## config.mk

```make
export PLATFORM = sky130hd
export DESIGN_NAME = fpmod_stage
export DESIGN_NICKNAME = d
export VERILOG_FILES = /design/src/rtl/fpmod_pkg.sv /design/src/rtl/fpmod_src_mod.sv /design/src/rtl/fpmod_scale.sv /design/src/rtl/fpmod_clamp.sv /design/src/rtl/fpmod_stage.sv
export SDC_FILE = /design/constraint.sdc
export NUM_CORES = 1
export LEC_CHECK = 0
export ABC_AREA = 1
export CAP_MARGIN = 10
export CORE_AREA = 2 2 154 156
export DETAILED_ROUTE_END_ITERATION = 12
export DIE_AREA = 0 0 156 158
export PLACE_DENSITY_LB_ADDON = 0.12
export REMOVE_ABC_BUFFERS = 1
export SYNTH_ARGS = -nofsm -noshare
export SYNTH_HDL_FRONTEND = slang
export SYNTH_HIERARCHICAL = 1
export SYNTH_SLANG_ARGS = --single-unit
export TNS_END_PERCENT = 100
```

## constraint.sdc

```tcl
create_clock -name clk_i -period 0.8 [get_ports clk_i]
set_clock_uncertainty 0.05 [all_clocks]
set_input_delay 0.08 -clock clk_i [delete_from_list [all_inputs] [get_ports clk_i]]
set_output_delay 0.08 -clock clk_i [all_outputs]
set_load 0.05 [all_outputs]
```

## src/rtl/fpmod_pkg.sv

```systemverilog
package fpmod_pkg;

  typedef enum logic [1:0] {
    OMOD_NONE = 2'd0,
    OMOD_MUL2 = 2'd1,
    OMOD_MUL4 = 2'd2,
    OMOD_DIV2 = 2'd3
  } omod_e;

  localparam int unsigned FP_EXP_W = 8;
  localparam int unsigned FP_MAN_W = 23;

endpackage

```

## src/rtl/fpmod_src_mod.sv

```systemverilog
// Sign-only operand modifier for one lane: magnitude first, then negation.
module fpmod_src_mod #(
  parameter int unsigned WIDTH = 32
) (
  input  logic [WIDTH-1:0] op_i,
  input  logic             abs_i,
  input  logic             neg_i,
  output logic [WIDTH-1:0] op_o
);

  logic sign_mag;

  always_comb begin
    sign_mag = abs_i ? 1'b0 : op_i[WIDTH-1];
    op_o     = {sign_mag ^ neg_i, op_i[WIDTH-2:0]};
  end

endmodule

```

## src/rtl/fpmod_scale.sv

```systemverilog
// Power-of-two result scaling through the exponent field.
module fpmod_scale
  import fpmod_pkg::*;
#(
  parameter int unsigned EXP_W = 8,
  parameter int unsigned MAN_W = 23,
  localparam int unsigned WIDTH = 1 + EXP_W + MAN_W
) (
  input  logic [WIDTH-1:0] val_i,
  input  omod_e            omod_i,
  output logic [WIDTH-1:0] val_o
);

  localparam logic [EXP_W-1:0] EXP_MAX = '1;
  localparam int unsigned EXT_W = EXP_W + 2;

  logic                    sign;
  logic [EXP_W-1:0]        exp_f;
  logic [MAN_W-1:0]        man_f;
  logic signed [EXT_W-1:0] step;
  logic signed [EXT_W-1:0] exp_new;

  assign sign  = val_i[WIDTH-1];
  assign exp_f = val_i[WIDTH-2:MAN_W];
  assign man_f = val_i[MAN_W-1:0];

  always_comb begin
    unique case (omod_i)
      OMOD_MUL2: step = EXT_W'(1);
      OMOD_MUL4: step = EXT_W'(2);
      OMOD_DIV2: step = -EXT_W'(1);
      default:   step = '0;
    endcase
    exp_new = $signed({2'b00, exp_f}) + step;
  end

  always_comb begin
    if (omod_i == OMOD_NONE || exp_f == EXP_MAX) begin
      val_o = val_i;                              // unscaled, or inf/NaN
    end else if (exp_f == '0) begin
      val_o = {sign, {(WIDTH-1){1'b0}}};          // zero stays, subnormal flushed
    end else if (exp_new >= $signed({2'b00, EXP_MAX})) begin
      val_o = {sign, EXP_MAX, {MAN_W{1'b0}}};
    end else if (exp_new <= 0) begin
      val_o = {sign, {(WIDTH-1){1'b0}}};
    end else begin
      val_o = {sign, exp_new[EXP_W-1:0], man_f};
    end
  end

endmodule

```

## src/rtl/fpmod_clamp.sv

```systemverilog
// Saturation of a float into [0.0, 1.0].
module fpmod_clamp #(
  parameter int unsigned EXP_W = 8,
  parameter int unsigned MAN_W = 23,
  localparam int unsigned WIDTH = 1 + EXP_W + MAN_W
) (
  input  logic [WIDTH-1:0] val_i,
  input  logic             en_i,
  output logic [WIDTH-1:0] val_o
);

  localparam logic [WIDTH-1:0] ONE = {2'b00, {(EXP_W-1){1'b1}}, {MAN_W{1'b0}}};

  logic is_nan;
  logic above_one;

  assign is_nan    = (val_i[WIDTH-2:MAN_W] == '1) && (val_i[MAN_W-1:0] != '0);
  assign above_one = val_i[WIDTH-2:0] > ONE[WIDTH-2:0];

  always_comb begin
    if (!en_i)                       val_o = val_i;
    else if (is_nan || val_i[WIDTH-1]) val_o = '0;
    else if (above_one)              val_o = ONE;
    else                             val_o = val_i;
  end

endmodule

```

## src/rtl/fpmod_stage.sv

```systemverilog
module fpmod_stage
  import fpmod_pkg::*;
#(
  parameter int unsigned NUM_SRC = 3,
  parameter int unsigned EXP_W   = FP_EXP_W,
  parameter int unsigned MAN_W   = FP_MAN_W,
  localparam int unsigned WIDTH  = 1 + EXP_W + MAN_W
) (
  input  logic                     clk_i,
  input  logic                     rst_ni,
  input  logic                     in_valid_i,
  input  logic [NUM_SRC*WIDTH-1:0] src_i,
  input  logic [NUM_SRC-1:0]       abs_i,
  input  logic [NUM_SRC-1:0]       neg_i,
  input  logic [1:0]               omod_i,
  input  logic                     clamp_i,
  input  logic [WIDTH-1:0]         res_i,
  output logic                     out_valid_o,
  output logic [NUM_SRC*WIDTH-1:0] src_o,
  output logic [WIDTH-1:0]         res_o
);

  logic [NUM_SRC*WIDTH-1:0] src_mod;
  logic [WIDTH-1:0]         res_scaled;
  logic [WIDTH-1:0]         res_final;

  for (genvar k = 0; k < NUM_SRC; k++) begin : g_lane
    fpmod_src_mod #(
      .WIDTH (WIDTH)
    ) i_src_mod (
      .op_i  (src_i[k*WIDTH +: WIDTH]),
      .abs_i (abs_i[k]),
      .neg_i (neg_i[k]),
      .op_o  (src_mod[k*WIDTH +: WIDTH])
    );
  end

  fpmod_scale #(
    .EXP_W (EXP_W),
    .MAN_W (MAN_W)
  ) i_scale (
    .val_i  (res_i),
    .omod_i (omod_e'(omod_i)),
    .val_o  (res_scaled)
  );

  fpmod_clamp #(
    .EXP_W (EXP_W),
    .MAN_W (MAN_W)
  ) i_clamp (
    .val_i (res_scaled),
    .en_i  (clamp_i),
    .val_o (res_final)
  );

  always_ff @(posedge clk_i or negedge rst_ni) begin
    if (!rst_ni) begin
      out_valid_o <= 1'b0;
      src_o       <= '0;
      res_o       <= '0;
    end else begin
      out_valid_o <= in_valid_i;
      if (in_valid_i) begin
        src_o <= src_mod;
        res_o <= res_final;
      end
    end
  end

endmodule

```

==> results by group, run 1 <==
Run status
  • Status: complete, but fails checks
  • Failing checks: negative setup slack

Worst setup path
  • Worst Setup EP: res_o[9]
  • Crit path launch type: input pin
  • Crit Reg-Reg Endpoint: res_o[16]
  • Required time of the critical path: 1.11 ns
  • CP max stage delay: 0.38 ns
  • Worst-path fanout max: 8
  • Setup crit start: omod_i[0]
  • Slowest CP cell: fa_2
  • Levels on crit path: 26
  • RR Startpoint: res_o[16]
  • R2R setup slack: -0.11 ns
  • CP delay by family, top: simple AND/OR/NAND/NOR gates
  • Crit path DAT: 3.19 ns
  • Cell mode on critical path: nand2_1
  • WP buf/inv: 3
  • FF-to-FF path depth: 4
  • CP Capture Type: flop
  • CP Class: input pin to flop

Floorplanning
  • Die Area: 0.02465 mm2
  • DIE HEIGHT: 158 um
  • Initial core utilization: 0.3434
  • IO Pins: 269
  • Core Region: 0.02305 mm2
  • DIE WIDTH: 156 um
  • Row Count: 56

Flow run
  • Maxcap violations: 0

Synth
  • Synth unique cells: 28
  • Syn. warnings: 6
  • Synth area leader: dfrtp_1
  • Synthesized instance count: 1100
  • Post-synth ARST share: 1.000
  • Most used flip-flop cell after synthesis: dfrtp_1
  • EDFF count, synth: 0
  • Most numerous cell in the Yosys netlist: nand2_1
  • Cell Area, Synth: 0.007915 mm2
  • Synth top area share: 0.4078
  • Avg Inst Size Synth: 7.196 um2
  • Post-synthesis sequential area ratio: 0.4078
  • Synth cell count leaders: 571 x nand2_1, 129 x dfrtp_1, 98 x buf_4
  • Synth top area cells: dfrtp_1 41%, nand2_1 27%, buf_4 9.3%
  • Synthesized flop and latch total: 129

Route
  • Wire length per cell: 14.74 um
  • 1st-iter DRT viols: 476
  • Final WL: 25.13 mm
  • Antenna-violating nets left: 0
  • Drt pass-1 iters: 6
  • DR DRC count: 0
  • Via-to-Cell Ratio: 4.445
  • Via count: 7579

Global route
  • Antenna violations before repair: 1
  • GRT Resource Usage Total: 0.2007
  • Gr busiest metal: met2
  • Vias in the first global route: 7174
  • Met1 Use GR: 0.2478
  • Gr ovfl total: 0
  • Largest net degree at the start of global routing: 47
  • Grt met2 use: 0.3475
  • GRT met3 Usage: 0.05010
  • First-pass GRT wire length: 38.64 mm

Final layout
  • Total area of sequential cells: 0.003228 mm2
  • Layout cells sized above 1: 0.3208
  • Multi-input logic area: 0.003755 mm2
  • Fillcell total: 2015
  • # nets final: 1552
  • ANT cells: 0
  • Syn-to-layout area delta: 74.11%
  • Finished Core Util: 0.5978

Timing
  • Final setup vio count: 173
  • Fin crit share: 3.590
  • Post-layout min period: 2.872 ns
  • Slew margin rel.: 0.6551
  • RSZ-0062 raised after global routing: true
  • Post-Route Setup TNS: -103.12 ns
  • Max Freq: 348.2 MHz
  • Fin worst setup slack: -2.072 ns
  • Max-slew violations: 0
  • Worst Max-Slew Pin Slew: 0.5155 ns
  • Final hold violations: 0

Clock tree
  • CTS tree: yes
  • Clock Latency Late Sink: 0.42 ns
  • Root Buffer: clkbuf_16
  • H-tree lvl count: 4
  • Max Root-Sink Buffers: 2
  • Number of CTS-inserted buffers: 17
  • Clk sinks: 129
  • Clock slew at reported path FFs: 0.07 ns

Placement
  • GP Congestion: 0.8879
  • Hpwl dp: 17.97 mm
  • Port bufs: 268

Pwr
  • Max rail drop VDD: 0.001016 V
  • PwrDens: 1928 mW/mm2
  • P_leak: 7.015 nW
  • Total power: 26.57 mW

Worst hold path
  • Hold/Removal Path Class: input pin to async pin
cells in the final DEF (no fill, tap or decap), types with 2 or more instances in the layout:
cell             synthesis  routed
nand2_1                571     534
buf_12                   0     143
dfrtp_1                129     129
clkdlybuf4s50_1          0     126
buf_4                   98     119
inv_1                   85      81
nand2_2                  3      33
nand3_2                 22      32
nor2_4                   0      25
nor2_1                  46      25
nand3_1                 35      24
nor3_1                  23      23
clkbuf_16                0      17
buf_6                   31      16
nor2_2                  16      12
ha_4                     0       8
inv_6                    0       7
buf_16                   0       6
dlygate4sd2_1            0       6
nand2_4                  1       5
nand4_1                  5       5
inv_2                    2       4
clkinv_4                 0       3
bufinv_16                0       3
nand2_8                  0       3
a21oi_2                  4       3
clkinvlp_4               0       2
nand3_4                  1       2
worst reg2reg max path, delay by kind of cell, from the launching register on:
kind,cells,cell delay [ns]
DFF,1,0.40
buffers and inverters,2,0.26
and+or+nand+nor,2,0.09
worst min path at each step:
stage	endpoint	start	slack, ns	cells past startpoint
4_1_cts	src_o[7]	rst_ni	0.02	2
5_1_grt	src_o[73]	rst_ni	0.04	2
2_1_floorplan	out_valid_o	rst_ni	-0.27	0
3_5_place_dp	src_o[7]	rst_ni	-0.09	1
6_report	src_o[73]	rst_ni	0.04	2
3_3_place_gp	src_o[73]	rst_ni	-0.09	1
flip-flops by register name, summed over array words and instances, names as in the netlist:
register     flops
res_o           32
src_o           96
out_valid_o      1
power by group:
part	internal, mW	leakage (nW)	switching (mW)
combinational	5.17	5.12	5.37
sequential	7.16	1.60	0.683
clock	5.05	0.296	3.14
stage by stage:
step,instances,cell area [um2],hold slack [ns],worst slack [ns]
finish,1705,13780,0.04029,-2.072
global route,1705,13780,0.04251,-2.295
CTS,1670,13310,0.01570,-2.010
detailed placement,1607,11960,-0.09244,-2.962
global placement,1607,11960,-0.08892,-2.924
floorplan,962,6797,-0.2656,-2.419
layer usage:
layer  part of all wire  up-vias
li1                   -     3831
met1               0.42     3509
met2               0.50      208
met3              0.065       29
met4              0.013        2
met5            0.00052        -
cell families after synthesis:
logic type | count (synthesis) | synth area share
AOI/OAI and AO/OA | 6 | 0.006638
xor gates and xnor gates | 1 | 0.001107
adders and majority gates | 10 | 0.01676
buffers and inverters | 226 | 0.1834
DFF | 129 | 0.4078
and+or+nand+nor | 728 | 0.3843
timing repair:
| action | in CTS | in global routing |
|---|---|---|
| gates resized for setup | 120 | 56 |
| hold buffers | 1 | 0 |
| setup buffers | 23 | 35 |
| gates cloned | 7 | 0 |
| pin swaps | 74 | 59 |
| setup endpoints to repair | 160 | 165 |
| endpoints found under the hold margin | 129 | 0 |
final cells by class:
type                       instances  area share
timing repair buffer             420      0.3960
inverter                          88     0.02542
sequential                       129      0.2342
multi-input combinational        745      0.2725
timing repair inverter             1   0.0006356
clock buffer                      19     0.03214
tap                              290     0.02633
clock inverter                    13     0.01271
Note: power is estimated with default switching activity, not from simulation.
==> inputs of run 2 (changes only) <==
Settings changed: ABC_CLOCK_PERIOD_IN_PS set to 800.
==> results of run 2 <==
No change in the layout: final DEF, timing and power equal those of run 1.
==> inputs of run 3 (changes only) <==
Settings changed: CORE_AREA 2 2 154 156 to 2 2 133 135, DIE_AREA 0 0 156 158 to 0 0 135 137.
==> run 3 against run 2 <==
The run still ends with negative setup slack left. Fmax down 7.6%. Worst hold slack improved by 0.0078 ns. Global-route usage rose by 7.5 points. Highest routed layer is now met4. Routed wire length increased by 9.7%. Register-to-register slack about the same. Largest cell class unchanged. Clock power shrank 2.9%.
==> results by group, run 3 (synthesis results as in run 1) <==
Run status
  • Status: complete, but fails checks
  • Failing checks: negative setup slack

Pwr
  • Max rail drop VDD: 0.001763 V (+73%)
  • Switching Fraction: 0.3497 (+0.003784)
  • Clock power share: 0.296 (-0.012)
  • PwrDens: 1926 mW/mm2 (-0.12%)
  • Comb power frac: 0.411 (+0.014)
  • Sw Pwr: 9.388 mW (+2.1%)
  • Internal power consumption: 17.46 mW (+0.44%)
  • Sequential share of power: 0.293 (-0.002)
  • P_leak: 7.075 nW (+0.86%)

Clock tree
  • Clock Latency Late Sink: 0.41 ns (about the same)
  • Clock slew at reported path FFs: 0.06 ns (about the same)
  • CTS tree: yes
  • Root Buffer: clkbuf_16
  • H-tree lvl count: 4 (unchanged)
  • Clk sinks: 129 (unchanged)
  • Max Root-Sink Buffers: 2 (unchanged)
  • Number of CTS-inserted buffers: 17 (unchanged)

Worst setup path
  • CP delay by family, top: simple AND/OR/NAND/NOR gates
  • CP max stage delay: 0.47 ns (+0.09 ns)
  • Crit path launch type: input pin
  • WP buf/inv: 4 (+1)
  • Setup crit start: omod_i[0]
  • R2R setup slack: -0.12 ns (about the same)
  • CP Capture Type: flop
  • Slowest CP cell: fa_2
  • Crit path DAT: 3.41 ns (+0.22 ns)
  • Worst-path fanout max: 7 (-1)
  • RR Startpoint: res_o[0]
  • CP Class: input pin to flop
  • Required time of the critical path: 1.10 ns (about the same)

Timing
  • Final hold violations: 0 (unchanged)
  • Max-slew violations: 0 (unchanged)
  • Fin crit share: 3.883 (+0.2935)
  • Fin worst setup slack: -2.306 ns (-0.2348 ns)
  • RSZ-0062 raised after global routing: true
  • Worst Max-Slew Pin Slew: 0.7444 ns (+0.2289 ns)
  • Final setup vio count: 182 (+5.2%)
  • Post-layout min period: 3.106 ns (+0.2348 ns)
  • Max Freq: 321.9 MHz (-7.6%)
  • Slew margin rel.: 0.5019 (-0.1531)

Global route
  • Largest net degree at the start of global routing: 51 (+8.5%)
  • Vias in the first global route: 7757 (+8.1%)
  • First-pass GRT wire length: 39.69 mm (+2.7%)
  • GRT Resource Usage Total: 0.2760 (+0.07535)
  • Gr ovfl total: 0 (unchanged)
  • Antenna violations before repair: 1 (unchanged)

Floorplanning
  • Die Area: 0.01850 mm2 (-25%)
  • Core Region: 0.01706 mm2 (-26%)
  • Initial core utilization: 0.4641 (+0.1207)
  • Row Count: 48 (-14%)
  • DIE HEIGHT: 137 um (-13%)
  • IO Pins: 269 (unchanged)
  • DIE WIDTH: 135 um (-13%)

Final layout
  • Syn-to-layout area delta: 76.10%
  • Most frequent cells in the layout: 496 x nand2_1, 146 x buf_12, 128 x dfrtp_1
  • Finished Core Util: 0.8172 (+0.2194)
  • Commonest non-fill, non-tap cell in the layout: nand2_1
  • Layout cells sized above 1: 0.3558 (+0.03494)
  • Non-filler cells, final: 1652 (-3.1%)
  • Top reg by flops: src_o
  • Fillcell total: 1018 (-49%)
  • Max reg flops: 96 (unchanged)
  • # nets final: 1562 (+0.64%)
  • Largest regs: src_o: 96 flops, res_o: 32 flops, out_valid_o: 1 flops

Route
  • Antenna-violating nets left: 0 (unchanged)
  • Final WL: 27.58 mm (+9.7%)
  • Via-to-Cell Ratio: 4.971 (+12%)
  • DR DRC count: 0 (unchanged)
  • Via count: 8212 (+8.4%)
  • 1st-iter DRT viols: 421 (-12%)
  • Wire length per cell: 16.69 um (+13%)
  • Drt pass-1 iters: 5 (-1)

Placement
  • Port bufs: 268 (unchanged)
  • GP Congestion: 0.8658 (-2.5%)
  • Cells after DPL: 1545 (-3.9%)
  • Hpwl dp: 17.51 mm (-2.6%)

Worst hold path
  • Hold/Removal Path Class: input pin to async pin

Flow run
  • Maxcap violations: 0 (unchanged)
-- run 3: cell count changes in the layout (fill, tap and decap cells not counted), moves of 4 or more --
cell,change
nor2_2,+4
nand2_4,+5
buf_4,+7
nand2_2,+34
nand2_1,-38
inv_6,-4
-- run 3: metrics by stage --
step	worst slack [ns]	cell area [um2]	total power [mW]	setup TNS, ns	hold WS (ns)
after global routing	-2.414	13930	27.82	-118.15	0.05216
after CTS	-1.986	13320	26.00	-101.75	0.02918
after detailed placement	-2.876	11940	17.21	-93.49	-0.09726
final	-2.306	13940	26.85	-109.84	0.04804
after global placement	-2.784	11940	17.07	-90.12	-0.09696
after floorplan	-2.419	6797	11.83	-123.33	-0.2656
-- run 3: worst paths after layout --
path	endpoint	depth (start not counted)
setup / recovery	res_o[19]	27
hold / removal	src_o[92]	2
setup reg to reg	res_o[0]	4
hold reg to reg	src_o[65]	2
max in group asynchronous	src_o[90]	3
min in group clk_i	out_valid_o	2
-- run 3: power groups by stage --
stage          combinational (mW)  sequential [mW]  clock [mW]
2_1_floorplan                1.99             9.84           0
3_3_place_gp                 9.13             7.94           0
3_5_place_dp                 9.24             7.96           0
4_1_cts                      10.1             7.86        8.01
5_1_grt                      11.6             7.93        8.31
6_report                     11.0             7.87        7.95
-- run 3: repair_timing --
item,CTS,global route
hold buffers,1,0
gates resized for setup,125,99
endpoints found under the hold margin,129,0
pin swaps,69,78
setup buffers,26,43
endpoints found under the setup margin,160,168
gates cloned,8,0
-- run 3: routing by layer --
layer / share of wire / global-route usage
met1: 0.37 / 0.3150
met2: 0.51 / 0.4980
met3: 0.079 / 0.07556
met4: 0.037 / 0.09606
met5: 0 / 0
-- run 3: worst register-to-register path, stage by stage, from the launching register on --
cell and delay [ns]:
dfrtp_1 0.40, buf_4 0.14, buf_4 0.12, nand2_1 0.05, nand2_1 0.05
-- run 3: area by class of cell --
| type | instances | area (um2) | share of cell area |
|---|---|---|---|
| multi-input cells | 745 | 3910 | 0.2805 |
| flip-flops and latches | 129 | 3229 | 0.2317 |
| clock buffers | 19 | 442.9 | 0.03178 |
| repair buffers | 428 | 5523 | 0.3962 |
| inverters | 88 | 352.8 | 0.02531 |
| repair inverters | 3 | 33.78 | 0.002424 |
| clock inverters | 13 | 160.2 | 0.01149 |
| diodes | 2 | 5.005 | 0.0003591 |
| well taps | 225 | 281.5 | 0.02020 |
